$ cat src/rtl/ptp_tg_pkg.sv
package ptp_tg_pkg;
  localparam int REG_AW = 3;
  localparam int REG_DW = 32;

  typedef enum logic [REG_AW-1:0] {
    A_CTRL    = 3'd0,
    A_LOAD_LO = 3'd1,
    A_LOAD_HI = 3'd2,
    A_SNAP_LO = 3'd3,
    A_SNAP_HI = 3'd4,
    A_DCFG    = 3'd5,
    A_DRST    = 3'd6
  } reg_addr_e;

  localparam logic [REG_DW-1:0] CMD_PAUSE  = 32'd2;
  localparam logic [REG_DW-1:0] CMD_RESUME = 32'd4;
endpackage

$ cat src/rtl/ptp_tg_regs.sv
module ptp_tg_regs
  import ptp_tg_pkg::*;
#(
  parameter int TIME_W = 64,
  parameter int DW     = 32
) (
  input  logic              clk,
  input  logic              rst,
  input  logic              wr_en,
  input  logic [REG_AW-1:0] wr_addr,
  input  logic [DW-1:0]     wr_data,
  input  logic              rd_en,
  input  logic [REG_AW-1:0] rd_addr,
  input  logic [TIME_W-1:0] time_i,
  input  logic              run_i,
  input  logic [DW-1:0]     dcfg_i,
  input  logic              drst_i,
  output logic              pause_o,
  output logic              resume_o,
  output logic              ld_lo_o,
  output logic              ld_hi_o,
  output logic              dcfg_wr_o,
  output logic              drst_wr_o,
  output logic [DW-1:0]     rd_data_o,
  output logic              rd_valid_o
);
  localparam int HALF_W = TIME_W / 2;

  logic [HALF_W-1:0] snap_hi_q;

  always_comb begin
    pause_o   = wr_en && (wr_addr == A_CTRL) && (wr_data == CMD_PAUSE);
    resume_o  = wr_en && (wr_addr == A_CTRL) && (wr_data == CMD_RESUME);
    ld_lo_o   = wr_en && (wr_addr == A_LOAD_LO);
    ld_hi_o   = wr_en && (wr_addr == A_LOAD_HI);
    dcfg_wr_o = wr_en && (wr_addr == A_DCFG);
    drst_wr_o = wr_en && (wr_addr == A_DRST);
  end

  always_ff @(posedge clk) begin
    if (rst) begin
      rd_valid_o <= 1'b0;
      rd_data_o  <= '0;
      snap_hi_q  <= '0;
    end else begin
      rd_valid_o <= rd_en;
      if (rd_en) begin
        case (rd_addr)
          A_CTRL:    rd_data_o <= DW'(run_i);
          A_SNAP_LO: begin
            rd_data_o <= DW'(time_i[HALF_W-1:0]);
            snap_hi_q <= time_i[TIME_W-1:HALF_W];
          end
          A_SNAP_HI: rd_data_o <= DW'(snap_hi_q);
          A_DCFG:    rd_data_o <= dcfg_i;
          A_DRST:    rd_data_o <= DW'(drst_i);
          default:   rd_data_o <= '0;
        endcase
      end
    end
  end

  // every read strobe produces a valid beat on the next cycle
  a_r10_rd_valid: assert property (@(posedge clk) disable iff (rst)
    rd_en |=> rd_valid_o);

  // no valid beat without a read strobe
  a_r10_no_spurious: assert property (@(posedge clk) disable iff (rst)
    !rd_en |=> !rd_valid_o);
endmodule

$ cat src/rtl/ptp_tg_drift.sv
module ptp_tg_drift #(
  parameter int CFG_W    = 32,
  parameter int PERIOD_W = 28,
  parameter int STEP_W   = 3
) (
  input  logic              clk,
  input  logic              rst,
  input  logic              run_i,
  input  logic              cfg_wr_i,
  input  logic              rst_wr_i,
  input  logic [CFG_W-1:0]  wdata_i,
  output logic [CFG_W-1:0]  cfg_o,
  output logic              drst_o,
  output logic              adj_en_o,
  output logic              adj_sub_o,
  output logic [STEP_W-1:0] adj_step_o
);
  localparam int STEP_LSB = PERIOD_W;
  localparam int DIR_BIT  = CFG_W - 1;

  logic [CFG_W-1:0]    cfg_q;
  logic                drst_q;
  logic [PERIOD_W-1:0] cnt_q;
  logic [PERIOD_W-1:0] period;
  logic                active;
  logic                hit;

  assign period = cfg_q[PERIOD_W-1:0];
  assign active = !drst_q && (period != '0);
  assign hit    = (cnt_q == period - PERIOD_W'(1));

  always_ff @(posedge clk) begin
    if (rst) begin
      cfg_q  <= '0;
      drst_q <= 1'b0;
      cnt_q  <= '0;
    end else begin
      if (rst_wr_i) drst_q <= wdata_i[0];
      if (cfg_wr_i && drst_q) cfg_q <= wdata_i;
      if (!active)       cnt_q <= '0;
      else if (run_i) begin
        if (hit) cnt_q <= '0;
        else     cnt_q <= cnt_q + PERIOD_W'(1);
      end
    end
  end

  assign cfg_o      = cfg_q;
  assign drst_o     = drst_q;
  assign adj_en_o   = active && run_i && hit;
  assign adj_sub_o  = cfg_q[DIR_BIT];
  assign adj_step_o = cfg_q[STEP_LSB +: STEP_W];

  // nothing is applied while the drift reset is held
  a_r6_no_adj_in_reset: assert property (@(posedge clk) disable iff (rst)
    drst_q |-> !adj_en_o);

  // the configuration word is frozen whenever the drift reset is clear
  a_r7_cfg_guard: assert property (@(posedge clk) disable iff (rst)
    !drst_q |=> $stable(cfg_q));

  // the period count holds while the time base is stopped
  a_r11_cnt_frozen: assert property (@(posedge clk) disable iff (rst)
    (!run_i && !drst_q && !cfg_wr_i) |=> $stable(cnt_q));

  // after an applied correction the period count restarts
  a_r8_restart: assert property (@(posedge clk) disable iff (rst)
    adj_en_o |=> (cnt_q == '0));
endmodule

$ cat src/rtl/ptp_tg_counter.sv
module ptp_tg_counter #(
  parameter int TIME_W  = 64,
  parameter int DW      = 32,
  parameter int NOM_INC = 16,
  parameter int STEP_W  = 3
) (
  input  logic              clk,
  input  logic              rst,
  input  logic              pause_i,
  input  logic              resume_i,
  input  logic              ld_lo_i,
  input  logic              ld_hi_i,
  input  logic [DW-1:0]     wdata_i,
  input  logic              adj_en_i,
  input  logic              adj_sub_i,
  input  logic [STEP_W-1:0] adj_step_i,
  output logic [TIME_W-1:0] time_o,
  output logic              run_o
);
  localparam int HALF_W = TIME_W / 2;
  localparam int MAX_STEP = (1 << STEP_W) - 1;

  logic [TIME_W-1:0] time_q;
  logic              run_q;
  logic [TIME_W-1:0] inc;

  always_comb begin
    inc = TIME_W'(NOM_INC);
    if (adj_en_i) begin
      if (adj_sub_i) inc = TIME_W'(NOM_INC) - TIME_W'(adj_step_i);
      else           inc = TIME_W'(NOM_INC) + TIME_W'(adj_step_i);
    end
  end

  always_ff @(posedge clk) begin
    if (rst) begin
      run_q  <= 1'b1;
      time_q <= '0;
    end else begin
      if (pause_i)       run_q <= 1'b0;
      else if (resume_i) run_q <= 1'b1;
      if (run_q) time_q <= time_q + inc;
      else begin
        if (ld_lo_i) time_q[HALF_W-1:0]      <= wdata_i[HALF_W-1:0];
        if (ld_hi_i) time_q[TIME_W-1:HALF_W] <= wdata_i[HALF_W-1:0];
      end
    end
  end

  assign time_o = time_q;
  assign run_o  = run_q;

  // a stopped time base without load writes holds its value
  a_r3_hold_paused: assert property (@(posedge clk) disable iff (rst)
    (!run_q && !ld_lo_i && !ld_hi_i) |=> $stable(time_q));

  // a running tick advances by the nominal amount within the step range
  a_r8_inc_range: assert property (@(posedge clk) disable iff (rst)
    run_q |=> ((time_q - $past(time_q)) >= TIME_W'(NOM_INC - MAX_STEP) &&
               (time_q - $past(time_q)) <= TIME_W'(NOM_INC + MAX_STEP)));
endmodule

$ cat src/rtl/ptp_time_gen.sv
module ptp_time_gen
  import ptp_tg_pkg::*;
#(
  parameter int TIME_W   = 64,
  parameter int DW       = 32,
  parameter int NOM_INC  = 16,
  parameter int PERIOD_W = 28,
  parameter int STEP_W   = 3
) (
  input  logic              clk,
  input  logic              rst,
  input  logic              wr_en,
  input  logic [2:0]        wr_addr,
  input  logic [31:0]       wr_data,
  input  logic              rd_en,
  input  logic [2:0]        rd_addr,
  output logic [31:0]       rd_data,
  output logic              rd_valid,
  output logic [63:0]       time_now
);
  logic              pause, resume, ld_lo, ld_hi, dcfg_wr, drst_wr;
  logic              run;
  logic [DW-1:0]     dcfg;
  logic              drst;
  logic              adj_en, adj_sub;
  logic [STEP_W-1:0] adj_step;
  logic [TIME_W-1:0] time_q;

  ptp_tg_regs #(.TIME_W(TIME_W), .DW(DW)) u_regs (
    .clk(clk), .rst(rst),
    .wr_en(wr_en), .wr_addr(wr_addr), .wr_data(wr_data),
    .rd_en(rd_en), .rd_addr(rd_addr),
    .time_i(time_q), .run_i(run), .dcfg_i(dcfg), .drst_i(drst),
    .pause_o(pause), .resume_o(resume), .ld_lo_o(ld_lo), .ld_hi_o(ld_hi),
    .dcfg_wr_o(dcfg_wr), .drst_wr_o(drst_wr),
    .rd_data_o(rd_data), .rd_valid_o(rd_valid)
  );

  ptp_tg_drift #(.CFG_W(DW), .PERIOD_W(PERIOD_W), .STEP_W(STEP_W)) u_drift (
    .clk(clk), .rst(rst), .run_i(run),
    .cfg_wr_i(dcfg_wr), .rst_wr_i(drst_wr), .wdata_i(wr_data),
    .cfg_o(dcfg), .drst_o(drst),
    .adj_en_o(adj_en), .adj_sub_o(adj_sub), .adj_step_o(adj_step)
  );

  ptp_tg_counter #(.TIME_W(TIME_W), .DW(DW), .NOM_INC(NOM_INC), .STEP_W(STEP_W)) u_cnt (
    .clk(clk), .rst(rst),
    .pause_i(pause), .resume_i(resume), .ld_lo_i(ld_lo), .ld_hi_i(ld_hi),
    .wdata_i(wr_data),
    .adj_en_i(adj_en), .adj_sub_i(adj_sub), .adj_step_i(adj_step),
    .time_o(time_q), .run_o(run)
  );

  assign time_now = time_q;

  // loads never land while running
  a_r4_no_load_running: assert property (@(posedge clk) disable iff (rst)
    (run && !adj_en) |=> (time_q == $past(time_q) + TIME_W'(NOM_INC)));
endmodule

$ cat config.mk
export PLATFORM = sky130hd
export DESIGN_NAME = ptp_time_gen
export DESIGN_NICKNAME = d
export VERILOG_FILES = /design/src/rtl/ptp_tg_pkg.sv /design/src/rtl/ptp_tg_regs.sv /design/src/rtl/ptp_tg_drift.sv /design/src/rtl/ptp_tg_counter.sv /design/src/rtl/ptp_time_gen.sv
export SDC_FILE = /design/constraint.sdc
export NUM_CORES = 1
export LEC_CHECK = 0
export ABC_CLOCK_PERIOD_IN_PS = 10600
export CAP_MARGIN = 25
export CORE_MARGIN = 3
export CORE_UTILIZATION = 45
export DETAILED_ROUTE_END_ITERATION = 10
export GPL_TIMING_DRIVEN = 1
export PLACE_DENSITY = 0.67
export SLEW_MARGIN = 25
export SYNTH_ARGS = -nofsm -noshare
export SYNTH_HDL_FRONTEND = slang
export SYNTH_SLANG_ARGS = --single-unit
$ cat constraint.sdc
create_clock -name clk -period 10.6 [get_ports clk]
set_clock_uncertainty 0.2 [all_clocks]
set_input_delay 2.65 -clock clk [delete_from_list [all_inputs] [get_ports clk]]
set_output_delay 2.65 -clock clk [all_outputs]
set_load 0.005 [all_outputs]
==> impl_metrics.prom <==
# TYPE chip_impl_metric gauge
chip_impl_info{name="status",value="complete, no violations"} 1
chip_impl_info{name="end_kind",value="flop"} 1
chip_impl_metric{name="cts_buffers",unit=""} 17
chip_impl_metric{name="peakVddDrop",unit="mV"} 0.0809
chip_impl_metric{name="antenna_left",unit=""} 0
chip_impl_metric{name="syn-num-nets",unit=""} 1405
chip_impl_info{name="clock_tree.root_cell",value="clkbuf_16"} 1
chip_impl_metric{name="power_report.internal_total",unit="W"} 0.00109
chip_impl_metric{name="synth_async_sr_flop_share",unit="%"} 0
chip_impl_metric{name="leakagePower",unit="nW"} 4.42
chip_impl_metric{name="seq_power_share",unit="%"} 49.1
chip_impl_info{name="timing.critical_path.from_type",value="flop"} 1
chip_impl_metric{name="hpwl",unit="mm"} 25.7
chip_impl_info{name="worst-setup-path-type",value="flop to flop"} 1
chip_impl_metric{name="drive_above_1_share",unit="%"} 5.83
chip_impl_metric{name="first_pass_iters",unit=""} 5
chip_impl_metric{name="htree_num_levels",unit=""} 4
chip_impl_metric{name="synth_area_per_cell",unit="um2"} 8.05
chip_impl_metric{name="ff2ff_path_depth",unit=""} 15
chip_impl_metric{name="hold_path_depth",unit=""} 2
chip_impl_metric{name="fillers",unit=""} 2217
chip_impl_metric{name="worstPathRequired",unit="ns"} 10.75
chip_impl_metric{name="worst_slew_pin_slew",unit="ns"} 1.13
chip_impl_metric{name="grt.total_usage",unit="%"} 28.3
chip_impl_metric{name="die_w",unit="um"} 162
chip_impl_info{name="synth.largest_area_cell",value="dfxtp_1"} 1
chip_impl_metric{name="initial_core_utilization",unit="%"} 46.1
chip_impl_metric{name="multiInputGateArea",unit="um2"} 6640
chip_impl_metric{name="worst_slew_margin_relative_to_its_limit",unit="%"} 24.2
chip_impl_metric{name="design.portCount",unit=""} 139
chip_impl_info{name="tritoncts_clock_tree",value="yes"} 1
chip_impl_metric{name="routed_wl",unit="mm"} 37.6
chip_impl_metric{name="synth_edf_count",unit=""} 0
chip_impl_metric{name="report.final.slew_viol_count",unit=""} 0
chip_impl_metric{name="clk_path_buf_depth",unit=""} 2
chip_impl_metric{name="placementRows",unit=""} 56
chip_impl_metric{name="insertion_delay",unit="ns"} 0.45
chip_impl_metric{name="cts_setup_buffers",unit=""} 0
chip_impl_metric{name="overflow",unit=""} 0
chip_impl_metric{name="fp.coreArea",unit="um2"} 23600
chip_impl_metric{name="chip_height",unit="um"} 162
chip_impl_info{name="hold_path_end",value="u_regs.snap_hi_q[12]$_SDFFE_PP0P_"} 1
chip_impl_metric{name="timing.reg2reg.setup_slack",unit="ns"} 4.81
chip_impl_metric{name="finalSetupViolations",unit=""} 0
chip_impl_metric{name="finish.net_count",unit=""} 1482
chip_impl_metric{name="numClockSinks",unit=""} 191
chip_impl_info{name="worstHoldPathType",value="flop to flop"} 1
chip_impl_metric{name="maxCapViolations",unit=""} 0
chip_impl_metric{name="post_synth_num_cell_types",unit=""} 77
chip_impl_metric{name="power_switching",unit="W"} 0.000381
chip_impl_metric{name="syn_to_final_growth",unit="%"} 19.6
chip_impl_metric{name="seq_area_frac_synth",unit="%"} 35.1
chip_impl_info{name="synth.top_cells.by_area",value="dfxtp_1, nand2_1, a211oi_1, xnor2_1, mux2i_1"} 1
chip_impl_metric{name="yosysWarningCount",unit=""} 0
chip_impl_info{name="postSynth.topFlopCell",value="dfxtp_1"} 1
chip_impl_metric{name="die_area",unit="um2"} 26100
chip_impl_metric{name="setup-tns-final",unit="ns"} 0
chip_impl_metric{name="cp.arrival",unit="ns"} 5.93
chip_impl_metric{name="synth_seq_cells",unit=""} 191
chip_impl_metric{name="cts-resized-gates",unit=""} 0
chip_impl_metric{name="clk_pwr_share",unit="%"} 44.9
chip_impl_metric{name="period_needed",unit="ns"} 5.79
chip_impl_metric{name="finalWeightedCongestion",unit=""} 0.955
chip_impl_metric{name="combPwrFrac",unit="%"} 6.1
chip_impl_metric{name="route.detailed.drc",unit=""} 0
chip_impl_metric{name="holdWs",unit="ns"} 0.255
chip_impl_metric{name="fmax",unit="GHz"} 0.173
chip_impl_metric{name="via_count_of_the_first_global_routing_pass",unit=""} 9837
chip_impl_metric{name="placed_area",unit="um2"} 12400
chip_impl_metric{name="diodes",unit=""} 0
chip_impl_metric{name="synthesis.area",unit="um2"} 10900
chip_impl_metric{name="routed-via-count",unit=""} 10700
chip_impl_metric{name="cts_hold_buffers",unit=""} 0
chip_impl_metric{name="cp_max_fo",unit=""} 12
chip_impl_metric{name="syn_inst",unit=""} 1352
chip_impl_metric{name="timing.final.hold_violations",unit=""} 0
chip_impl_metric{name="grt_antenna_before_repair",unit=""} 0
chip_impl_info{name="mostFrequentLayoutCell",value="nand2_1"} 1
chip_impl_info{name="unrepaired_setup_endpoints_after_global_routing",value="no"} 1
chip_impl_metric{name="layout.cell_area.non_filler",unit="um2"} 13000
chip_impl_metric{name="avgRoutedWirePerCell",unit="um"} 21.3
chip_impl_metric{name="power_per_cell_area",unit="nW/um2"} 113
chip_impl_metric{name="portBuffers",unit=""} 138
chip_impl_info{name="min-delay-start",value="u_regs.snap_hi_q[12]$_SDFFE_PP0P_"} 1
chip_impl_info{name="reg2reg_start",value="u_drift.cfg_o[0]$_SDFFE_PP0P_"} 1
chip_impl_metric{name="routed_via_density",unit=""} 6.10
chip_impl_metric{name="maximum_number_of_pins_on_one_net_before_global_route_repair",unit=""} 105
chip_impl_metric{name="register_area",unit="um2"} 3830
chip_impl_metric{name="global_route_wire_length_before_repair",unit="mm"} 57.8
chip_impl_metric{name="power.switching_fraction",unit="%"} 25.9
chip_impl_metric{name="finalCritPeriodShare",unit="%"} 54.6
chip_impl_info{name="regToRegEndpoint",value="u_cnt.time_o[62]$_SDFFE_PP0P_"} 1
chip_impl_metric{name="cts.clk_slew.worst_paths",unit="ns"} 0.07
chip_impl_info{name="most-common-layout-cells",value="nand2_1, dfxtp_1, clkdlybuf4s50_1"} 1
chip_impl_metric{name="initial_detailed_routing_violation_count",unit=""} 1052
chip_impl_metric{name="synth_largest_type_area_fraction",unit="%"} 35.1
==> cells by family (layout without fill, tap and decap cells) <==
group / count (synthesis) / after routing / synth area share, %
compound gates: 313 / 313 / 19.3
xor+xnor: 104 / 104 / 8.49
fa+ha+maj: 11 / 11 / 1.33
buf+inv: 114 / 204 / 4.34
flops: 191 / 191 / 35.1
mux: 44 / 44 / 4.07
simple gates: 575 / 575 / 27.3
==> worst max-delay path, cell delays in order, from the launching register on <==
cell and delay, ns:
dfxtp_1 0.40, inv_1 0.12, ha_1 0.31, nor3b_2 0.31
nand4_1 0.24, or4b_4 0.59, o2bb2ai_2 0.15, nor4_4 0.29
nand4_2 0.18, or4b_1 0.52, ha_1 0.36, a21oi_1 0.24
or4_1 0.92, nor2_1 0.42, a211oi_1 0.13, a311oi_1 0.29
==> cells in the mapped netlist, types with 21 or more instances <==
master and instances:
xor2_1 46, nor2b_1 52, nor2_1 82, a211oi_1 102, a21oi_1 77, nand3_1 36
and4_1 21, nand2_1 211, mux2i_1 42, a22oi_1 32, o21ai_0 40, clkbuf_1 80
nor3_1 58, dfxtp_1 191, xnor2_1 57
==> flip-flops by register name (all words and copies together) (netlist names) <==
| signal | cells |
|---|---|
| u_cnt.run_o | 1 |
| u_cnt.time_o | 64 |
| u_drift.cfg_o | 32 |
| u_drift.cnt_q | 28 |
| u_drift.drst_o | 1 |
| u_regs.rd_data_o | 32 |
| u_regs.rd_valid_o | 1 |
| u_regs.snap_hi_q | 32 |
==> per-stage QoR <==
stage                     setup WS (ns)  cells  utilization, %  power, W
after floorplan                    5.77   1352               -  0.000777
after global placement             5.06   1728            52.6  0.000824
after detailed placement           4.93   1729            52.7  0.000825
after CTS                          4.88   1761            55.2   0.00147
after global routing               4.49   1761            55.2   0.00150
final                              4.81   1761            55.2   0.00147
==> power groups by stage <==
stage | sequential (W) | combinational, W | clock (W)
after CTS | 0.000721 | 0.0000875 | 0.000659
after global placement | 0.000738 | 0.0000853 | 0
after detailed placement | 0.000738 | 0.0000871 | 0
after global routing | 0.000722 | 0.0000935 | 0.000688
final | 0.000721 | 0.0000889 | 0.000659
after floorplan | 0.000737 | 0.0000396 | 0
==> cell type report <==
cell class	instances	area share, %
clock buffer	18	3.37
clock inverter	14	1.12
inverter	19	0.547
multi-input combinational	1047	50.9
sequential	191	29.4
tap	319	3.06
timing repair buffer	153	11.6
==> how the worst max path moves through the flow <==
stage | cells after the start | startpoint | end | slack, ns
after floorplan | 17 | u_drift.cfg_o[0]$_SDFFE_PP0P_ | u_cnt.time_o[50]$_SDFFE_PP0P_ | 5.77
after global placement | 15 | u_drift.cfg_o[0]$_SDFFE_PP0P_ | u_cnt.time_o[29]$_SDFFE_PP0P_ | 5.06
after detailed placement | 17 | u_drift.cfg_o[0]$_SDFFE_PP0P_ | u_cnt.time_o[62]$_SDFFE_PP0P_ | 4.93
after CTS | 17 | u_drift.cfg_o[0]$_SDFFE_PP0P_ | u_cnt.time_o[62]$_SDFFE_PP0P_ | 4.88
after global routing | 18 | u_drift.cfg_o[0]$_SDFFE_PP0P_ | u_cnt.time_o[62]$_SDFFE_PP0P_ | 4.49
final | 15 | u_drift.cfg_o[0]$_SDFFE_PP0P_ | u_cnt.time_o[62]$_SDFFE_PP0P_ | 4.81
==> per-layer routing <==
metal  up-vias  share of wire (%)  global-route usage, %
li1       5036                  -                      -
met2       458                 46                   44.1
met5         -                  0                      0
met3        81                7.3                   3.77
met1      5169                 44                   40.5
met4         0                2.8                   9.31
No activity file was read; power rests on OpenSTA's default activity.
